--- src/rtl/gpio_pkg.sv ---
package gpio_pkg;
  localparam int ADDR_W = 7;

  typedef enum logic [ADDR_W-1:0] {
    A_DOUT  = 7'h00,
    A_DIN   = 7'h04,
    A_DIR   = 7'h08,
    A_SET   = 7'h10,
    A_CLR   = 7'h14,
    A_PEN   = 7'h18,
    A_PSEL  = 7'h1C,
    A_IEN   = 7'h20,
    A_ISTAT = 7'h24,
    A_IMASK = 7'h2C,
    A_IACK  = 7'h30,
    A_ISENS = 7'h34,
    A_IANY  = 7'h38,
    A_IINV  = 7'h3C
  } gpio_reg_e;
endpackage

--- src/rtl/gpio_sync.sv ---
module gpio_sync #(
  parameter int W = 32
) (
  input  logic         clk_i,
  input  logic         rst_ni,
  input  logic [W-1:0] d_i,
  output logic [W-1:0] q_o
);
  logic [W-1:0] s1_q, s2_q;

  always_ff @(posedge clk_i or negedge rst_ni) begin
    if (!rst_ni) begin
      s1_q <= '0;
      s2_q <= '0;
    end else begin
      s1_q <= d_i;
      s2_q <= s1_q;
    end
  end

  assign q_o = s2_q;
endmodule

--- src/rtl/gpio_trig.sv ---
module gpio_trig (
  input  logic clk_i,
  input  logic rst_ni,
  input  logic lvl_i,   // synchronized pin
  input  logic en_i,
  input  logic sens_i,  // 1: level, 0: edge
  input  logic any_i,
  input  logic inv_i,
  input  logic ack_i,
  output logic stat_o
);
  logic prev_q, lat_q;
  logic rise, fall, edge_hit, lvl_hit;

  always_ff @(posedge clk_i or negedge rst_ni) begin
    if (!rst_ni) prev_q <= 1'b0;
    else         prev_q <= lvl_i;
  end

  assign rise     = lvl_i & ~prev_q;
  assign fall     = ~lvl_i & prev_q;
  assign edge_hit = en_i & ~sens_i & (any_i ? (rise | fall) : (inv_i ? fall : rise));
  assign lvl_hit  = en_i & sens_i & (lvl_i ^ inv_i);

  // new edge beats a same-cycle acknowledge
  always_ff @(posedge clk_i or negedge rst_ni) begin
    if (!rst_ni) lat_q <= 1'b0;
    else         lat_q <= edge_hit | (lat_q & ~ack_i);
  end

  assign stat_o = lat_q | lvl_hit;

  AST_EDGE_KEEP: assert property (@(posedge clk_i) disable iff (!rst_ni)
    lat_q && !ack_i |=> lat_q);
  AST_EDGE_WINS: assert property (@(posedge clk_i) disable iff (!rst_ni)
    edge_hit && ack_i |=> lat_q);
  AST_DIS_QUIET: assert property (@(posedge clk_i) disable iff (!rst_ni)
    !en_i && !lat_q |=> !lat_q);
  AST_ACK_DROPS: assert property (@(posedge clk_i) disable iff (!rst_ni)
    ack_i && !en_i |=> !lat_q);
endmodule

--- src/rtl/gpio_ctrl.sv ---
module gpio_ctrl
  import gpio_pkg::*;
#(
  parameter int DW = 32
) (
  input  logic              clk_i,
  input  logic              rst_ni,
  input  logic [ADDR_W-1:0] addr_i,
  input  logic              we_i,
  input  logic [DW-1:0]     wdata_i,
  output logic [DW-1:0]     rdata_o,
  input  logic [DW-1:0]     pin_i,
  output logic [DW-1:0]     pin_o,
  output logic [DW-1:0]     pin_oe_o,
  output logic [DW-1:0]     pull_en_o,
  output logic [DW-1:0]     pull_sel_o,
  output logic              irq_o
);
  logic [DW-1:0] dout_q, dir_q, pen_q, psel_q;
  logic [DW-1:0] ien_q, imask_q, isens_q, iany_q, iinv_q;
  logic [DW-1:0] din_s, stat, ack_vec;

  logic w_dout, w_dir, w_set, w_clr, w_pen, w_psel;
  logic w_ien, w_imask, w_ack, w_sens, w_any, w_inv;

  assign w_dout  = we_i && addr_i == A_DOUT;
  assign w_dir   = we_i && addr_i == A_DIR;
  assign w_set   = we_i && addr_i == A_SET;
  assign w_clr   = we_i && addr_i == A_CLR;
  assign w_pen   = we_i && addr_i == A_PEN;
  assign w_psel  = we_i && addr_i == A_PSEL;
  assign w_ien   = we_i && addr_i == A_IEN;
  assign w_imask = we_i && addr_i == A_IMASK;
  assign w_ack   = we_i && addr_i == A_IACK;
  assign w_sens  = we_i && addr_i == A_ISENS;
  assign w_any   = we_i && addr_i == A_IANY;
  assign w_inv   = we_i && addr_i == A_IINV;

  always_ff @(posedge clk_i or negedge rst_ni) begin
    if (!rst_ni) begin
      dout_q  <= '0;
      dir_q   <= '0;
      pen_q   <= '0;
      psel_q  <= '0;
      ien_q   <= '0;
      imask_q <= '0;
      isens_q <= '0;
      iany_q  <= '0;
      iinv_q  <= '0;
    end else begin
      if (w_dout)      dout_q <= wdata_i;
      else if (w_set)  dout_q <= dout_q | wdata_i;
      else if (w_clr)  dout_q <= dout_q & ~wdata_i;
      if (w_dir)   dir_q   <= wdata_i;
      if (w_pen)   pen_q   <= wdata_i;
      if (w_psel)  psel_q  <= wdata_i;
      if (w_ien)   ien_q   <= wdata_i;
      if (w_imask) imask_q <= wdata_i;
      if (w_sens)  isens_q <= wdata_i;
      if (w_any)   iany_q  <= wdata_i;
      if (w_inv)   iinv_q  <= wdata_i;
    end
  end

  gpio_sync #(.W(DW)) u_sync (
    .clk_i (clk_i),
    .rst_ni(rst_ni),
    .d_i   (pin_i),
    .q_o   (din_s)
  );

  assign ack_vec = w_ack ? wdata_i : '0;

  for (genvar i = 0; i < DW; i++) begin : g_pin
    gpio_trig u_trig (
      .clk_i (clk_i),
      .rst_ni(rst_ni),
      .lvl_i (din_s[i]),
      .en_i  (ien_q[i]),
      .sens_i(isens_q[i]),
      .any_i (iany_q[i]),
      .inv_i (iinv_q[i]),
      .ack_i (ack_vec[i]),
      .stat_o(stat[i])
    );
  end

  always_comb begin
    case (addr_i)
      A_DOUT:  rdata_o = dout_q;
      A_DIN:   rdata_o = din_s;
      A_DIR:   rdata_o = dir_q;
      A_PEN:   rdata_o = pen_q;
      A_PSEL:  rdata_o = psel_q;
      A_IEN:   rdata_o = ien_q;
      A_ISTAT: rdata_o = stat;
      A_IMASK: rdata_o = imask_q;
      A_ISENS: rdata_o = isens_q;
      A_IANY:  rdata_o = iany_q;
      A_IINV:  rdata_o = iinv_q;
      default: rdata_o = '0;
    endcase
  end

  assign pin_o      = dout_q;
  assign pin_oe_o   = dir_q;
  assign pull_en_o  = pen_q;
  assign pull_sel_o = psel_q;
  assign irq_o      = |(stat & ~imask_q);

  AST_SET_ONES: assert property (@(posedge clk_i) disable iff (!rst_ni)
    w_set |=> (dout_q & $past(wdata_i)) == $past(wdata_i));
  AST_SET_KEEP: assert property (@(posedge clk_i) disable iff (!rst_ni)
    w_set |=> ((dout_q ^ $past(dout_q)) & ~$past(wdata_i)) == '0);
  AST_CLR_ZEROS: assert property (@(posedge clk_i) disable iff (!rst_ni)
    w_clr |=> (dout_q & $past(wdata_i)) == '0);
  AST_CLR_KEEP: assert property (@(posedge clk_i) disable iff (!rst_ni)
    w_clr |=> ((dout_q ^ $past(dout_q)) & ~$past(wdata_i)) == '0);
  AST_ALL_MASKED: assert property (@(posedge clk_i) disable iff (!rst_ni)
    (&imask_q) |-> !irq_o);
  AST_NO_IRQ_IDLE: assert property (@(posedge clk_i) disable iff (!rst_ni)
    stat == '0 |-> !irq_o);
  AST_PIN_LAG: assert property (@(posedge clk_i) disable iff (!rst_ni)
    $past(rst_ni) && $past(rst_ni, 2) |-> din_s == $past(pin_i, 2));
endmodule

--- config.mk ---
export PLATFORM = sky130hd
export DESIGN_NAME = gpio_ctrl
export DESIGN_NICKNAME = d
export VERILOG_FILES = /design/src/rtl/gpio_pkg.sv /design/src/rtl/gpio_sync.sv /design/src/rtl/gpio_trig.sv /design/src/rtl/gpio_ctrl.sv
export SDC_FILE = /design/constraint.sdc
export NUM_CORES = 1
export LEC_CHECK = 0
export ABC_AREA = 0
export BUFFER_PORTS_ARGS = -buffer_cell sky130_fd_sc_hd__buf_2
export CORE_MARGIN = 2
export CORE_UTILIZATION = 25
export CTS_CLUSTER_SIZE = 14
export DETAILED_ROUTE_END_ITERATION = 8
export SETUP_SLACK_MARGIN = 0.2
export SYNTH_ARGS = -nofsm -noshare
export SYNTH_HDL_FRONTEND = slang
export SYNTH_HIERARCHICAL = 1
export SYNTH_SLANG_ARGS = --single-unit
--- constraint.sdc ---
create_clock -name clk_i -period 2.5 [get_ports clk_i]
set_clock_uncertainty 0.2 [all_clocks]
set_input_delay 0.25 -clock clk_i [delete_from_list [all_inputs] [get_ports clk_i]]
set_output_delay 0.25 -clock clk_i [all_outputs]
set_load 0.01 [all_outputs]
# ---- Word level (Yosys, flattened, before mapping)
# Index checks and enable logic that the tools add are counted.
dict set report word_totals {
  reg_bits 416
  out_inout_bits 161
}
dict set report op_classes {
  n_eq_ne 13
  n_mux 69
  bitwise_logic 485
  reduce_logical 15
}
# operator count
set op_table {}
lappend op_table {{one-hot mux 32 bit (11 select lines)} 1}
lappend op_table {{AND 1 bit} 224}
lappend op_table {{two-way mux 32 bit} 4}
lappend op_table {{inverter 1 bit} 128}
lappend op_table {{OR 1 bit} 96}
lappend op_table {{AND 32 bit} 2}
lappend op_table {{two-way mux 1 bit} 64}
lappend op_table {{inverter 32 bit} 2}
lappend op_table {{equality test 7 x 6 -> 1 bit (second input constant)} 7}
lappend op_table {{OR 32 bit} 1}
lappend op_table {{OR reduction 32 bit} 1}
lappend op_table {{XOR 1 bit} 32}
lappend op_table {{equality test 7 x 5 -> 1 bit (second input constant)} 4}
lappend op_table {{logical AND 1 bit} 12}
lappend op_table {{equality test 7 x 3 -> 1 bit (second input constant)} 1}
lappend op_table {{equality test 7 x 4 -> 1 bit (second input constant)} 1}
lappend op_table {{logical NOT 7 bit} 1}
lappend op_table {{nonzero test 3 bit} 1}

# ---- Depth between registers and ports, before layout
dict set report logic_depth {
  word_depth 6
  ltp_mapped 8
  depth_no_buf 7
}

# ---- Cells and area by module
# Netlist, hierarchy kept.
# mod n_inst cells_each area_per_inst_um2
set modules_own_cells {}
lappend modules_own_cells {gpio_ctrl 1 1209 14318.7}
lappend modules_own_cells {gpio_trig 32 15 135.1}
lappend modules_own_cells {gpio_sync 1 64 1601.5}

# ---- Least setup slack after synthesis
# OpenSTA, ideal clock, no wires.
dict set report synth_timing {
  kind {input to output}
  start {input port addr_i[5]}
  end {output port rdata_o[14]}
  arrival_ps 1835
  t_required_ps 2050
  path_slack_ps 215
  stages 7
  n_path_buf 3
  path_cell_list {clkbuf_1 buf_1 buf_1 mux2i_1 nor2_1 nor3_1 o211ai_1}
}
dict set report synth_via {
  elab_chain_len 2
  elab_cells_between_ends 12
  classes_between {eq/ne: 10; mux: 1; reduce/logical: 1}
}
# element line
set synth_lines {}
lappend synth_lines {{start, declared} gpio_ctrl.sv:8} ;# input logic [ADDR_W-1:0] addr_i,
lappend synth_lines {{equality test 7 x 6 -> 1 bit (tied with other cells)} gpio_ctrl.sv:89} ;# case (addr_i)
lappend synth_lines {{one-hot mux 32 bit (11 select lines) *} gpio_ctrl.sv:89}
lappend synth_lines {{end, declared} gpio_ctrl.sv:11} ;# output logic [DW-1:0] rdata_o,
# Every way passes the cells marked *; elsewhere a longest branch is shown, timed or not.

# ---- Worst setup path in the final report
dict set report layout_timing {
  start {register u_sync.s2_q[27] (netlist: u_sync/q_o[27])}
  end {output port irq_o}
}
dict set report layout_via {
  elab_chain_len 5
}
# element line
set layout_lines {}
lappend layout_lines {{start, declared} gpio_sync.sv:9} ;# logic [W-1:0] s1_q, s2_q;
lappend layout_lines {{start signal, assigned} gpio_sync.sv:17} ;# s2_q <= s1_q;
lappend layout_lines {{XOR 1 bit} gpio_trig.sv:23} ;# assign lvl_hit = en_i & sens_i & (lvl_i ^ inv_i);
lappend layout_lines {{AND 1 bit} gpio_trig.sv:23}
lappend layout_lines {{OR 1 bit} gpio_trig.sv:31} ;# assign stat_o = lat_q | lvl_hit;
lappend layout_lines {{named net stat[27]} gpio_ctrl.sv:21} ;# logic [DW-1:0] din_s, stat, ack_vec;
lappend layout_lines {{AND 32 bit} gpio_ctrl.sv:109} ;# assign irq_o = |(stat & ~imask_q);
lappend layout_lines {{OR reduction 32 bit} gpio_ctrl.sv:109}
lappend layout_lines {{end, declared} gpio_ctrl.sv:17} ;# output logic irq_o
# The timed path passes the listed nets, and every way through them passes these cells.

==> flow_summary.yaml <==
clock_network:
  worst_skew_pair.late_latency_ns: 0.60
  clkSinkCount: 416
  clk_pin_slew_ns: 0.06
  cts_root_buffer: "sky130_fd_sc_hd__clkbuf_16"
  htree_levels: 2
  cts_tree: "yes"
  number_of_buffers_inserted_during_clock_tree_synthesis: 48
  clock_path_buffers: 3
yosys:
  postSynth.asyncResetShare_pct: 100
  ys_seq_elements: 416
  yosys_most_used_dff: "sky130_fd_sc_hd__dfrtp_1"
  synthesis_warnings: 6
  syn_avg_cell_area_um2: 11.5
  number_of_enable_flip_flop_cells_after_synthesis: 0
  seq_area_frac_synth_pct: 51.4
  netlist_area_um2: 20200
  post_synth_num_cell_types: 57
  syn-num-nets: 1891
  post_synth_inst_count: 1753
run_status:
  violations: "setup timing"
  status: "complete, but fails checks"
timing:
  final.setup.tns_ns: -3.28
  setup_ws_ns: -0.362
  slew-limit-headroom_pct: 63.9
  setup_viol_count_final: 25
  drv_slew: 0
  rsz0062_at_grt: "yes"
  layout_worst_path_cycle_share_pct: 114
  max_freq_mhz: 349
  finalWorstPathRequiredPeriod_ns: 2.86
  hold_viol: 0
  timing_worst_slew_pin_value_ns: 0.541
  hold-worst-slack_ns: 0.000354
grt:
  grt_antenna_before_repair: 2
  vias_in_the_first_global_route: 16900
  wire_length_of_the_first_global_routing_pass_um: 115000
  grt_max_degree: 61
  overflow: 0
  grtUsageTotal_pct: 18.7
pwr:
  power.density_nw_per_um2: 658
  power.internal_mw: 13.3
  power_leakage_nw: 13.4
  sequentialPowerShare_pct: 43.2
  max-vdd-ir-drop_mv: 0.563
  switching_power_mw: 4.88
  clock_power_share_pct: 43.5
  power.share.switching_pct: 26.8
  pwr-share-comb_pct: 13.3
routing:
  avgRoutedWirePerCell_um: 23.9
  detailedRoute.firstIterationViolations: 1250
  via_count: 16500
  detail_route.vias_per_cell: 4.96
  routed_wirelength_um: 79400
  final_antenna_net_count: 0
  remaining_drc_errors: 0
  firstDrtPassIters: 5
placed_design:
  postPlaceCellArea_um2: 24100
  detailed_place_hpwl_um: 58000
  routabilityCongestion: 0.940
  port_buffers: 234
  placed_cells_incl_taps: 3121
setup_path:
  worst_setup_path_start_kind: "flop"
  worst-path-max-fanout: 2
  cp_data_required_time_ns: 2.05
  crit_type: "reg2out"
  cp_data_arrival_time_ns: 2.41
  worst_setup_path_end_kind: "output pin"
floorplan:
  initial_utilization_pct: 25.2
  die_area_um2: 83300
  fp-row-count: 104
  design.core.area_um2: 80300
  num_io_pins: 235
  dieWidth_um: 289
  fp.dieH_um: 289
cells_and_area:
  final_design_area_no_fill_um2: 27600
  layout-area-overhead-vs-synth_pct: 36.5
  final_cells: 3329
  share_of_layout_cells_above_drive_strength_1_pct: 42.7
  finish.net_count: 2365
flow_run:
  number_of_max_capacitance_violations_reported: 0
hold_path:
  min_path_type: "in2async"
final cells by class:
cell class | instances | area [µm²]
timing repair buffer | 537 | 4110
tap | 1060 | 1330
clock buffer | 61 | 1350
inverter | 130 | 488
fill | 7912 | 52600
clock inverter | 29 | 424
sequential | 416 | 10400
multi-input combinational | 1094 | 9490
antenna | 2 | 5.00
timing repair:
item,4_1_cts,5_1_grt
resized for setup,134,74
setup buffers,41,10
endpoints found under the hold margin,767,0
pin swaps,67,58
hold buffers,65,0
endpoints found under the setup margin,33,33
metal layers:
layer,track usage [%],vias up,wire length (µm)
met1,24.6,8448,33400
met2,28.9,678,35700
met3,4.56,187,6310
met4,8.82,4,4000
met5,0,-,27
li1,-,7206,-
per-stage QoR:
stage | power, mW | setup slack [ns] | utilization [%]
floorplan | 8.84 | 0.215 | -
CTS | 18.2 | -0.359 | 33.9
detailed placement | 10.1 | -0.104 | 30.0
finish | 18.2 | -0.362 | 34.4
global route | 18.8 | -0.453 | 34.4
global placement | 9.98 | -0.0739 | 30.0
kinds of logic (layout without fill, tap and decap cells):
| kind of cell | count (synthesis) | in the layout | share of synthesized area, % |
|---|---|---|---|
| flip-flops | 416 | 416 | 51.4 |
| AND/OR/NAND/NOR | 314 | 314 | 8.24 |
| multiplexers | 343 | 343 | 18.6 |
| buffers and inverters | 243 | 757 | 4.86 |
| other | 0 | 2 | 0 |
| adder cells (fa/ha/maj) | 64 | 64 | 3.96 |
| XOR/XNOR | 32 | 32 | 1.38 |
| AO/OA/AOI/OAI | 341 | 341 | 11.5 |
registers in the layout (all words and copies together), names as in the netlist, named ones only:
name	cells
g_pin.u_trig/lat_q	32
g_pin.u_trig/prev_q	32
iany_q	32
ien_q	32
iinv_q	32
imask_q	32
isens_q	32
pin_oe_o	32
pull_en_o	32
pull_sel_o	32
u_sync/q_o	32
u_sync/s1_q	32
worst paths after layout:
| path | start | endpoint | slack (ns) | cells past startpoint |
|---|---|---|---|---|
| worst max-delay path | u_sync/q_o[27] | irq_o | -0.36 | 9 |
| worst min register to register | u_sync/s1_q[24] | u_sync/q_o[24] | 0.14 | 0 |
| worst max register to register | u_sync/q_o[8] | g_pin[8].u_trig/lat_q | 0.80 | 7 |
| min in group clk_i | pin_i[16] | u_sync/s1_q[16] | 0.09 | 2 |
| worst min-delay path | rst_ni | pull_en_o[2] | 0.0004 | 2 |
| max in group asynchronous | rst_ni | u_sync/q_o[28] | 1.27 | 3 |
power by group through the flow:
stage / clock, mW / sequential [mW] / combinational, mW
after floorplan: 0 / 7.82 / 1.02
final: 7.91 / 7.85 / 2.42
after detailed placement: 0 / 7.97 / 2.09
after global routing: 8.30 / 7.91 / 2.61
after global placement: 0 / 7.95 / 2.03
after CTS: 8.05 / 7.83 / 2.35
critical path, stage by stage, from the launching register on:
cell                      delay, ns
sky130_fd_sc_hd__dfrtp_2       0.44
sky130_fd_sc_hd__xnor2_2       0.18
sky130_fd_sc_hd__o21ai_2       0.09
sky130_fd_sc_hd__inv_1         0.10
sky130_fd_sc_hd__o22ai_2       0.10
sky130_fd_sc_hd__nor4_4        0.25
sky130_fd_sc_hd__buf_4         0.15
sky130_fd_sc_hd__nand4_1       0.16
sky130_fd_sc_hd__buf_4         0.22
sky130_fd_sc_hd__buf_6         0.12
cell usage after synthesis (17+ instances only):
cell / n / area share [%]
sky130_fd_sc_hd__mux2i_1: 73 / 3.6
sky130_fd_sc_hd__ha_1: 64 / 4.0
sky130_fd_sc_hd__mux2_1: 19 / 1.1
sky130_fd_sc_hd__a22oi_1: 60 / 2.2
sky130_fd_sc_hd__and2_1: 35 / 1.1
sky130_fd_sc_hd__buf_2: 30 / 0.74
sky130_fd_sc_hd__clkbuf_1: 67 / 1.2
sky130_fd_sc_hd__a211oi_1: 39 / 1.4
sky130_fd_sc_hd__nand3b_1: 36 / 1.3
sky130_fd_sc_hd__mux2_2: 251 / 14
sky130_fd_sc_hd__xnor2_1: 32 / 1.4
sky130_fd_sc_hd__o21ai_0: 62 / 1.5
sky130_fd_sc_hd__nand3_1: 17 / 0.42
sky130_fd_sc_hd__inv_1: 130 / 2.4
sky130_fd_sc_hd__o22ai_1: 82 / 2.5
sky130_fd_sc_hd__a22o_1: 33 / 1.4
sky130_fd_sc_hd__nor2b_1: 37 / 1.1
sky130_fd_sc_hd__dfrtp_1: 416 / 51
sky130_fd_sc_hd__nand2_1: 100 / 1.9
sky130_fd_sc_hd__nor2_1: 47 / 0.87
cell usage in the layout (no fill, tap or decap), types with 14 or more instances in the layout:
cell,count
sky130_fd_sc_hd__o22ai_1,75
sky130_fd_sc_hd__dfrtp_1,385
sky130_fd_sc_hd__mux2_2,247
sky130_fd_sc_hd__and2_1,35
sky130_fd_sc_hd__dfrtp_2,31
sky130_fd_sc_hd__a211oi_1,33
sky130_fd_sc_hd__clkbuf_16,49
sky130_fd_sc_hd__nand3_1,14
sky130_fd_sc_hd__ha_1,64
sky130_fd_sc_hd__mux2i_1,70
sky130_fd_sc_hd__buf_4,198
sky130_fd_sc_hd__buf_12,31
sky130_fd_sc_hd__a22oi_2,17
sky130_fd_sc_hd__buf_2,222
sky130_fd_sc_hd__mux2_1,19
sky130_fd_sc_hd__xnor2_2,18
sky130_fd_sc_hd__o21ai_1,27
sky130_fd_sc_hd__nor2_1,40
sky130_fd_sc_hd__a22oi_1,43
sky130_fd_sc_hd__inv_1,128
sky130_fd_sc_hd__xnor2_1,14
sky130_fd_sc_hd__o21ai_2,22
sky130_fd_sc_hd__buf_6,19
sky130_fd_sc_hd__nand3b_1,36
sky130_fd_sc_hd__nand2_1,97
sky130_fd_sc_hd__a22o_1,33
sky130_fd_sc_hd__o21ai_0,24
sky130_fd_sc_hd__dlygate4sd3_1,65
sky130_fd_sc_hd__nor2b_1,36
Note: power is estimated with default switching activity, not from simulation.
